==> src/rtl/brsq_pkg.sv <==
`timescale 1ns/1ps
package brsq_pkg;
  typedef enum logic [2:0] {
    PH_OFF  = 3'd0,
    PH_STAB = 3'd1,
    PH_PORP = 3'd2,
    PH_LVDP = 3'd3,
    PH_RUN  = 3'd4
  } phase_e;

  typedef enum logic [1:0] {
    LD_STAB = 2'd0,
    LD_PORP = 2'd1,
    LD_LVDP = 2'd2
  } loadSel_e;

  typedef struct packed {
    logic     load;
    loadSel_e sel;
    logic     dec;
  } timerCmd_t;

  localparam logic [1:0] MODE_LVD_RST = 2'b11;
  localparam logic [1:0] MODE_LVD_INT = 2'b01;
endpackage

==> src/rtl/brsq_sync.sv <==
`timescale 1ns/1ps
module brsq_sync #(
  parameter int STAGES = 2
) (
  input  logic clk,
  input  logic arstN,
  input  logic din,
  output logic dout
);
  logic [STAGES-1:0] chain;

  generate
    if (STAGES == 1) begin : g_single
      always_ff @(posedge clk or negedge arstN) begin
        if (!arstN) chain <= '0;
        else        chain <= din;
      end
    end else begin : g_multi
      always_ff @(posedge clk or negedge arstN) begin
        if (!arstN) chain <= '0;
        else        chain <= {chain[STAGES-2:0], din};
      end
    end
  endgenerate

  assign dout = chain[STAGES-1];
endmodule

==> src/rtl/brsq_timer.sv <==
`timescale 1ns/1ps
module brsq_timer
  import brsq_pkg::*;
#(
  parameter int STAB_CYC = 64,
  parameter int POR_CYC  = 32,
  parameter int LVD_CYC  = 16
) (
  input  logic      clk,
  input  logic      arstN,
  input  timerCmd_t cmd,
  output logic      done
);
  localparam int MAX_AB = (STAB_CYC > POR_CYC) ? STAB_CYC : POR_CYC;
  localparam int MAXC   = (MAX_AB > LVD_CYC) ? MAX_AB : LVD_CYC;
  localparam int CW     = $clog2(MAXC + 1);

  logic [CW-1:0] cnt;
  logic [CW-1:0] loadVal;

  always_comb begin
    unique case (cmd.sel)
      LD_STAB: loadVal = CW'(STAB_CYC - 1);
      LD_PORP: loadVal = CW'(POR_CYC - 1);
      default: loadVal = CW'(LVD_CYC - 1);
    endcase
  end

  always_ff @(posedge clk or negedge arstN) begin
    if (!arstN)        cnt <= '0;
    else if (cmd.load) cnt <= loadVal;
    else if (cmd.dec)  cnt <= cnt - CW'(1);
  end

  assign done = (cnt == '0);


  no_underflow_chk: assert property (@(posedge clk) disable iff (!arstN)
    (cmd.dec && !cmd.load) |-> (cnt != '0));
endmodule

==> src/rtl/brsq_ctrl.sv <==
`timescale 1ns/1ps
module brsq_ctrl
  import brsq_pkg::*;
(
  input  logic       clk,
  input  logic       arstN,
  input  logic       porS,
  input  logic       lvdS,
  input  logic [1:0] modeSel,
  input  logic       done,
  output timerCmd_t  cmd,
  output logic       sysRst,
  output logic       oscEn,
  output logic       lvdIrq,
  output logic [2:0] phase
);
  phase_e st, nx;
  logic   lvdPrev, rstQ, oscQ, irqQ;
  logic   rstMode, intMode, lvdOn;

  assign rstMode = (modeSel == MODE_LVD_RST);
  assign intMode = (modeSel == MODE_LVD_INT);
  assign lvdOn   = rstMode | intMode;

  always_comb begin
    nx       = st;
    cmd.load = 1'b0;
    cmd.sel  = LD_STAB;
    cmd.dec  = 1'b0;
    unique case (st)
      PH_OFF: begin
        if (porS) begin
          nx       = PH_STAB;
          cmd.load = 1'b1;
          cmd.sel  = LD_STAB;
        end
      end
      PH_STAB: begin
        if (done) begin
          nx       = PH_PORP;
          cmd.load = 1'b1;
          cmd.sel  = LD_PORP;
        end else begin
          cmd.dec = 1'b1;
        end
      end
      PH_PORP: begin
        if (done) begin
          if (lvdOn) begin
            nx       = PH_LVDP;
            cmd.load = 1'b1;
            cmd.sel  = LD_LVDP;
          end else begin
            nx = PH_RUN;
          end
        end else begin
          cmd.dec = 1'b1;
        end
      end
      PH_LVDP: begin
        if (!lvdS) begin
          cmd.load = 1'b1;
          cmd.sel  = LD_LVDP;
        end else if (done) begin
          nx = PH_RUN;
        end else begin
          cmd.dec = 1'b1;
        end
      end
      PH_RUN: begin
        if (rstMode && !lvdS) begin
          nx       = PH_LVDP;
          cmd.load = 1'b1;
          cmd.sel  = LD_LVDP;
        end
      end
      default: nx = PH_OFF;
    endcase
  end

  always_ff @(posedge clk or negedge arstN) begin
    if (!arstN) begin
      st      <= PH_OFF;
      rstQ    <= 1'b1;
      oscQ    <= 1'b0;
      irqQ    <= 1'b0;
      lvdPrev <= 1'b0;
    end else begin
      st      <= nx;
      rstQ    <= (nx != PH_RUN);
      oscQ    <= (nx == PH_RUN);
      irqQ    <= (st == PH_RUN) && intMode && lvdPrev && !lvdS;
      lvdPrev <= lvdS;
    end
  end

  assign sysRst = rstQ;
  assign oscEn  = oscQ;
  assign lvdIrq = irqQ;
  assign phase  = st;


  run_outputs_chk: assert property (@(posedge clk) disable iff (!arstN)
    (st == PH_RUN) |-> (!rstQ && oscQ));

  hold_outputs_chk: assert property (@(posedge clk) disable iff (!arstN)
    (st != PH_RUN) |-> (rstQ && !oscQ));

  irq_mode_chk: assert property (@(posedge clk) disable iff (!arstN)
    irqQ |-> (intMode && st == PH_RUN));

  irq_single_chk: assert property (@(posedge clk) disable iff (!arstN)
    irqQ |=> !irqQ);

  int_no_rst_chk: assert property (@(posedge clk) disable iff (!arstN)
    (st == PH_RUN && intMode && !lvdS) |=> (st == PH_RUN));

  lvd_rst_chk: assert property (@(posedge clk) disable iff (!arstN)
    (st == PH_RUN && rstMode && !lvdS) |=> (st == PH_LVDP && rstQ));

  lvd_hold_chk: assert property (@(posedge clk) disable iff (!arstN)
    (st == PH_LVDP && !lvdS) |=> (st == PH_LVDP));

  stab_hold_chk: assert property (@(posedge clk) disable iff (!arstN)
    (st == PH_STAB && !done) |=> (st == PH_STAB));
endmodule

==> src/rtl/pwr_rst_seq.sv <==
`timescale 1ns/1ps
module pwr_rst_seq
  import brsq_pkg::*;
#(
  parameter int STAB_CYC    = 64,
  parameter int POR_CYC     = 32,
  parameter int LVD_CYC     = 16,
  parameter int SYNC_STAGES = 2
) (
  input  logic       clk,
  input  logic       porOk,
  input  logic       lvdOk,
  input  logic [1:0] modeSel,
  output logic       sysRst,
  output logic       oscEn,
  output logic       lvdIrq,
  output logic [2:0] phase
);
  logic      porS, lvdS, done;
  timerCmd_t cmd;

  brsq_sync #(.STAGES(SYNC_STAGES)) porSync_i (
    .clk(clk), .arstN(porOk), .din(1'b1), .dout(porS));

  brsq_sync #(.STAGES(SYNC_STAGES)) lvdSync_i (
    .clk(clk), .arstN(porOk), .din(lvdOk), .dout(lvdS));

  brsq_timer #(.STAB_CYC(STAB_CYC), .POR_CYC(POR_CYC), .LVD_CYC(LVD_CYC)) timer_i (
    .clk(clk), .arstN(porOk), .cmd(cmd), .done(done));

  brsq_ctrl ctrl_i (
    .clk(clk), .arstN(porOk), .porS(porS), .lvdS(lvdS), .modeSel(modeSel),
    .done(done), .cmd(cmd), .sysRst(sysRst), .oscEn(oscEn), .lvdIrq(lvdIrq),
    .phase(phase));
endmodule

==> config.mk <==
export PLATFORM = sky130hd
export DESIGN_NAME = pwr_rst_seq
export DESIGN_NICKNAME = d
export VERILOG_FILES = /design/src/rtl/brsq_pkg.sv /design/src/rtl/brsq_sync.sv /design/src/rtl/brsq_timer.sv /design/src/rtl/brsq_ctrl.sv /design/src/rtl/pwr_rst_seq.sv
export SDC_FILE = /design/constraint.sdc
export NUM_CORES = 1
export LEC_CHECK = 0
export BUFFER_PORTS_ARGS = -buffer_cell sky130_fd_sc_hd__buf_2
export CORE_MARGIN = 2
export CORE_UTILIZATION = 49
export DETAILED_ROUTE_END_ITERATION = 16
export PLACE_DENSITY = 0.72
export SLEW_MARGIN = 10
export SYNTH_ARGS = -nofsm -noshare
export SYNTH_HDL_FRONTEND = slang
export SYNTH_HIERARCHICAL = 1
export SYNTH_SLANG_ARGS = --single-unit
==> constraint.sdc <==
create_clock -name clk -period 2.69 [get_ports clk]
set_input_delay 0.807 -clock clk [delete_from_list [all_inputs] [get_ports clk]]
set_output_delay 0.807 -clock clk [all_outputs]
set_load 0.03 [all_outputs]
==> results.md <==
STA:
- In the finished design, the share of the clock period the worst path needs comes to 0.886.
- Measured against its own limit, the worst slew margin works out to 0.585.
- For this run, the top clock speed supported by timing is ~420 MHz.
- The final number of max-transition violations is 0.
- The number of hold violations in the final report is 0.
- The worst-case clock skew is roughly 3.4 ps.
- For the pin with the worst max-slew slack, the measured transition is between 600 and 700 ps.
- Setup repair after global routing left no endpoint under its margin.
- The final worst setup slack is 306 ps.
- The final critical-path required period is roughly 2400 ps.
- After routing, the total negative slack on setup checks comes to 0 ps.
- Setup violations remaining at the end of the flow were counted as 0.

Detailed routing:
- In this run the remaining antenna-violating nets after routing total 0.
- For this run, design rule violations remaining after detail routing come to 0.
- After detailed routing, the number of vias per cell comes to about 5.5.
- After the first detailed-routing iteration, the DRC count stood at 12.
- The first-pass iteration count of the detailed router is 4.
- The final routed wirelength across all metal layers is 1.58 mm.
- Dividing the detail-routed wire length by the instance count gives 13.2 um.
- The routed layout has 654 vias.

Critical path:
- The number of buffers and inverters on the critical path is 1.
- Data arrives at the worst endpoint at between 2000 and 3000 ps.
- The internal reg-to-reg setup slack is between 300 and 400 ps.
- For the worst setup path, the data required time is about 2900 ps.
- The critical-path maximum fanout is 8.
- The worst setup path is launched from a flop.
- On the critical path, the stage with the largest delay is an instance of sky130_fd_sc_hd__dfrtp_1.
- In this run the number of cells on the critical path is 8.
- Walking the worst path, the cells encountered are or3_4 > nor4b_4 > and3b_2 > nor3b_2 > o31ai_1 > buf_4 > nand2_1 > o31a_1.
- The kind of critical path is reg -> reg.
- The cell family contributing the most delay on the critical path is simple AND/OR/NAND/NOR gates.
- The sort of element at the end of the critical path is a flop.
- The largest stage delay on the critical path is 440 ps.
- In this run the critical register-to-register path is captured at timer_i/cnt[4].
- The worst reg-to-reg path cell count is 8.
- The most critical setup path has its startpoint at timer_i/cnt[3].
- The critical register-to-register path startpoint is timer_i/cnt[3].
- The end of the critical path is timer_i/cnt[4].

Flow run:
- The max-capacitance violation count is 0.

Placement:
- The congestion estimate from routability-driven global placement came to around 0.76.
- Port buffering added 10 buffers.
- The placement-stage worst setup slack is 185 ps.
- The HPWL after detailed placement is ~1.2 mm.

Clock network:
- In this run the deepest clock path goes through 2 buffers.
- Post-CTS timing repair inserted 0 buffers for setup.
- Clock-pin slew was measured on the worst setup and hold paths at approximately 100 ps.
- Counting the buffers created by CTS gives 3.
- The clock root buffer is sky130_fd_sc_hd__clkbuf_4.
- The CTS tree is yes.
- The clock insertion delay at the later pin of the skew report is around 290 ps.
- In this run the number of H-tree levels came out at 1.
- The number of clock sinks is 18.

Synthesis:
- Of the total synthesized cell area, the portion taken by AND, OR, NAND and NOR gates is 0.251.
- In the post-synthesis netlist, the biggest area contributors are sky130_fd_sc_hd__dfrtp_1, sky130_fd_sc_hd__dfstp_2, sky130_fd_sc_hd__and4bb_1.
- The Yosys step of the flow raised 6 warnings.
- For this run, the register share of the synthesized area comes to 0.498.
- The library cell with the highest instance count after synthesis is sky130_fd_sc_hd__dfrtp_1.
- The synthesized design spends more area on one cell type than any other, namely sky130_fd_sc_hd__dfrtp_1.
- The average instance in the mapped netlist occupies approximately 11 um^2.
- The portion of synthesized area spent on multiplexers is 0.
- The largest family of logic cells by synthesized area is simple AND/OR/NAND/NOR gates.
- The post-synthesis compound-gate area fraction is 0.181.
- Synthesis inferred 18 register bits.
- The commonest cells after synthesis are sky130_fd_sc_hd__dfrtp_1, sky130_fd_sc_hd__inv_1, sky130_fd_sc_hd__nand2_1.
- Counting flops with a built-in enable in the synthesized netlist gives 0.
- The post-synthesis async set-or-reset flop share is 1.00.
- Of the total synthesized cell area, the portion taken by XOR and XNOR cells is 0.0193.
- The total nets after synthesis is just under 90.
- Of the post-synthesis cell area, the dominant cell type holds 0.469.
- Counting distinct cell types in the post-synthesis netlist gives 39.
- Of the total synthesized cell area, the portion taken by full adders, half adders and majority gates is 0.0138.
- The cell area after synthesis is 907 um^2.
- In the synthesized netlist the dominant register cell turns out to be sky130_fd_sc_hd__dfrtp_1.
- The count of mapped cells out of synthesis is 81.

Global route:
- The global-route congestion overflow total is 0.
- In the global route stage, overall resource usage came out at 0.181.
- The global-route wire length before repair is around 2.7 mm.
- The number of global-route vias before repair is 609.
- The initial antenna violation count is 0.
- Entering global routing, the biggest net connects 19 pins.

Floorplan:
- The placeable core region is around 0.0017 mm^2.
- The initial utilization of the core area, before any placement, comes to 0.525.
- In this run the count of I/O pins placed on the die edge is 11.
- Row generation in the floorplan step produced 15 rows.
- The floorplan step defined a die boundary enclosing 0.00221 mm^2.
- The floorplan step set the die height to between 40 and 50 um.
- The die is between 40 and 50 um wide.

Power and ir drop:
- The highest ir drop seen on vdd is about 0.47 mV.
- The total power density per cell area is between 800 and 900 mW/mm^2.
- The static leakage is 0.464 nW.

Layout:
- 0 antenna diodes ended up in the layout.
- The fill cell instance count of the final layout is 160.
- In the final design database the tool counted ~100 nets.
- In the final layout, the share of cells above drive strength 1 is 0.274.
- The area growth from synthesis to final layout is 14.2%.

Outcome:
- The flow ran to the end, and the final reports show no timing, DRC or antenna violations.

Worst hold path:
- The path class of the tightest hold or removal check is reg -> reg.
[per-layer routing]
metal  global-route usage  share of wire  wire length [um]
met5                    0              0                 0
met2                0.249           0.45               706
met4                0.100          0.020                32
met1                0.265           0.50               794
met3               0.0346          0.032                51
[metrics by stage]
step / utilization / total power, W / area, um^2 / std cells / hold slack [ps]
6_report: 0.600 / 0.000853 / 1040 / 120 / 359
5_1_grt: 0.600 / 0.000918 / 1040 / 120 / 367
4_1_cts: 0.595 / 0.000855 / 1030 / 120 / 363
3_5_place_dp: 0.574 / 0.000687 / 991 / 116 / 339
3_3_place_gp: 0.574 / 0.000681 / 991 / 116 / 333
2_1_floorplan: - / 0.000618 / 913 / 81 / 331
[what timing repair did]
action                                  4_1_cts  5_1_grt
endpoints found under the setup margin        0        1
hold buffers                                  0        0
resized for setup                             0        1
[worst min-delay path by stage]
stage | end | depth (start not counted) | slack, ps | startpoint
floorplan | lvdSync_i/chain[1] | 0 | 330 | lvdSync_i/chain[0]
global placement | lvdSync_i/chain[1] | 0 | 330 | lvdSync_i/chain[0]
detailed placement | lvdSync_i/chain[1] | 0 | 340 | lvdSync_i/chain[0]
CTS | lvdSync_i/chain[1] | 0 | 360 | lvdSync_i/chain[0]
global route | lvdSync_i/chain[1] | 0 | 370 | lvdSync_i/chain[0]
finish | lvdSync_i/chain[1] | 0 | 360 | lvdSync_i/chain[0]
[worst reg2reg max path, cell delays in order (launching register included)]
cell and delay, ps:
sky130_fd_sc_hd__dfrtp_1 440, sky130_fd_sc_hd__or3_4 410, sky130_fd_sc_hd__nor4b_4 410, sky130_fd_sc_hd__and3b_2 310
sky130_fd_sc_hd__nor3b_2 50, sky130_fd_sc_hd__o31ai_1 290, sky130_fd_sc_hd__buf_4 220, sky130_fd_sc_hd__nand2_1 60
sky130_fd_sc_hd__o31a_1 100
[registers in the layout (all words and copies together) (netlist names)]
name,flops
lvdSync_i/chain,2
ctrl_i/phase,3
timer_i/cnt,7
ctrl_i/sysRst,1
ctrl_i/lvdPrev,1
porSync_i/chain,2
ctrl_i/lvdIrq,1
ctrl_i/oscEn,1
[kinds of logic after synthesis]
logic type      Yosys count
simple gates             31
flops                    18
buf+inv                   6
compound gates           22
fa+ha+maj                 1
xor+xnor                  2
other cells               1
[final cells by class]
cell class / count / area [um^2] / share of cell area
multi-input combinational: 57 / 440 / 0.425
sequential: 18 / 452 / 0.436
clock buffer: 4 / 36.3 / 0.0350
timing repair buffer: 11 / 57.6 / 0.0556
inverter: 5 / 18.8 / 0.0181
tap: 25 / 31.3 / 0.0302
[placed cells by master, fill, tap and decap left out, types with 2 or more instances in the layout]
cell	instances
sky130_fd_sc_hd__nand3b_1	3
sky130_fd_sc_hd__nand2b_1	4
sky130_fd_sc_hd__nor2_1	3
sky130_fd_sc_hd__dfrtp_1	17
sky130_fd_sc_hd__inv_1	5
sky130_fd_sc_hd__nor2b_1	2
sky130_fd_sc_hd__o21ai_0	4
sky130_fd_sc_hd__a21oi_1	4
sky130_fd_sc_hd__and4bb_1	2
sky130_fd_sc_hd__buf_2	10
sky130_fd_sc_hd__clkbuf_4	3
sky130_fd_sc_hd__o31a_1	2
sky130_fd_sc_hd__a21boi_0	2
sky130_fd_sc_hd__nand2_1	5
sky130_fd_sc_hd__xnor2_1	2
[power breakdown]
part / switching, W / leakage (nW) / total [W] / internal (W)
clock: 0.0000822 / 0.0210 / 0.000165 / 0.0000824
combinational: 0.000160 / 0.236 / 0.000305 / 0.000145
sequential: 0.0000681 / 0.207 / 0.000383 / 0.000315
total: 0.000310 / 0.464 / 0.000853 / 0.000542
No activity file was read; power rests on OpenSTA's default activity.
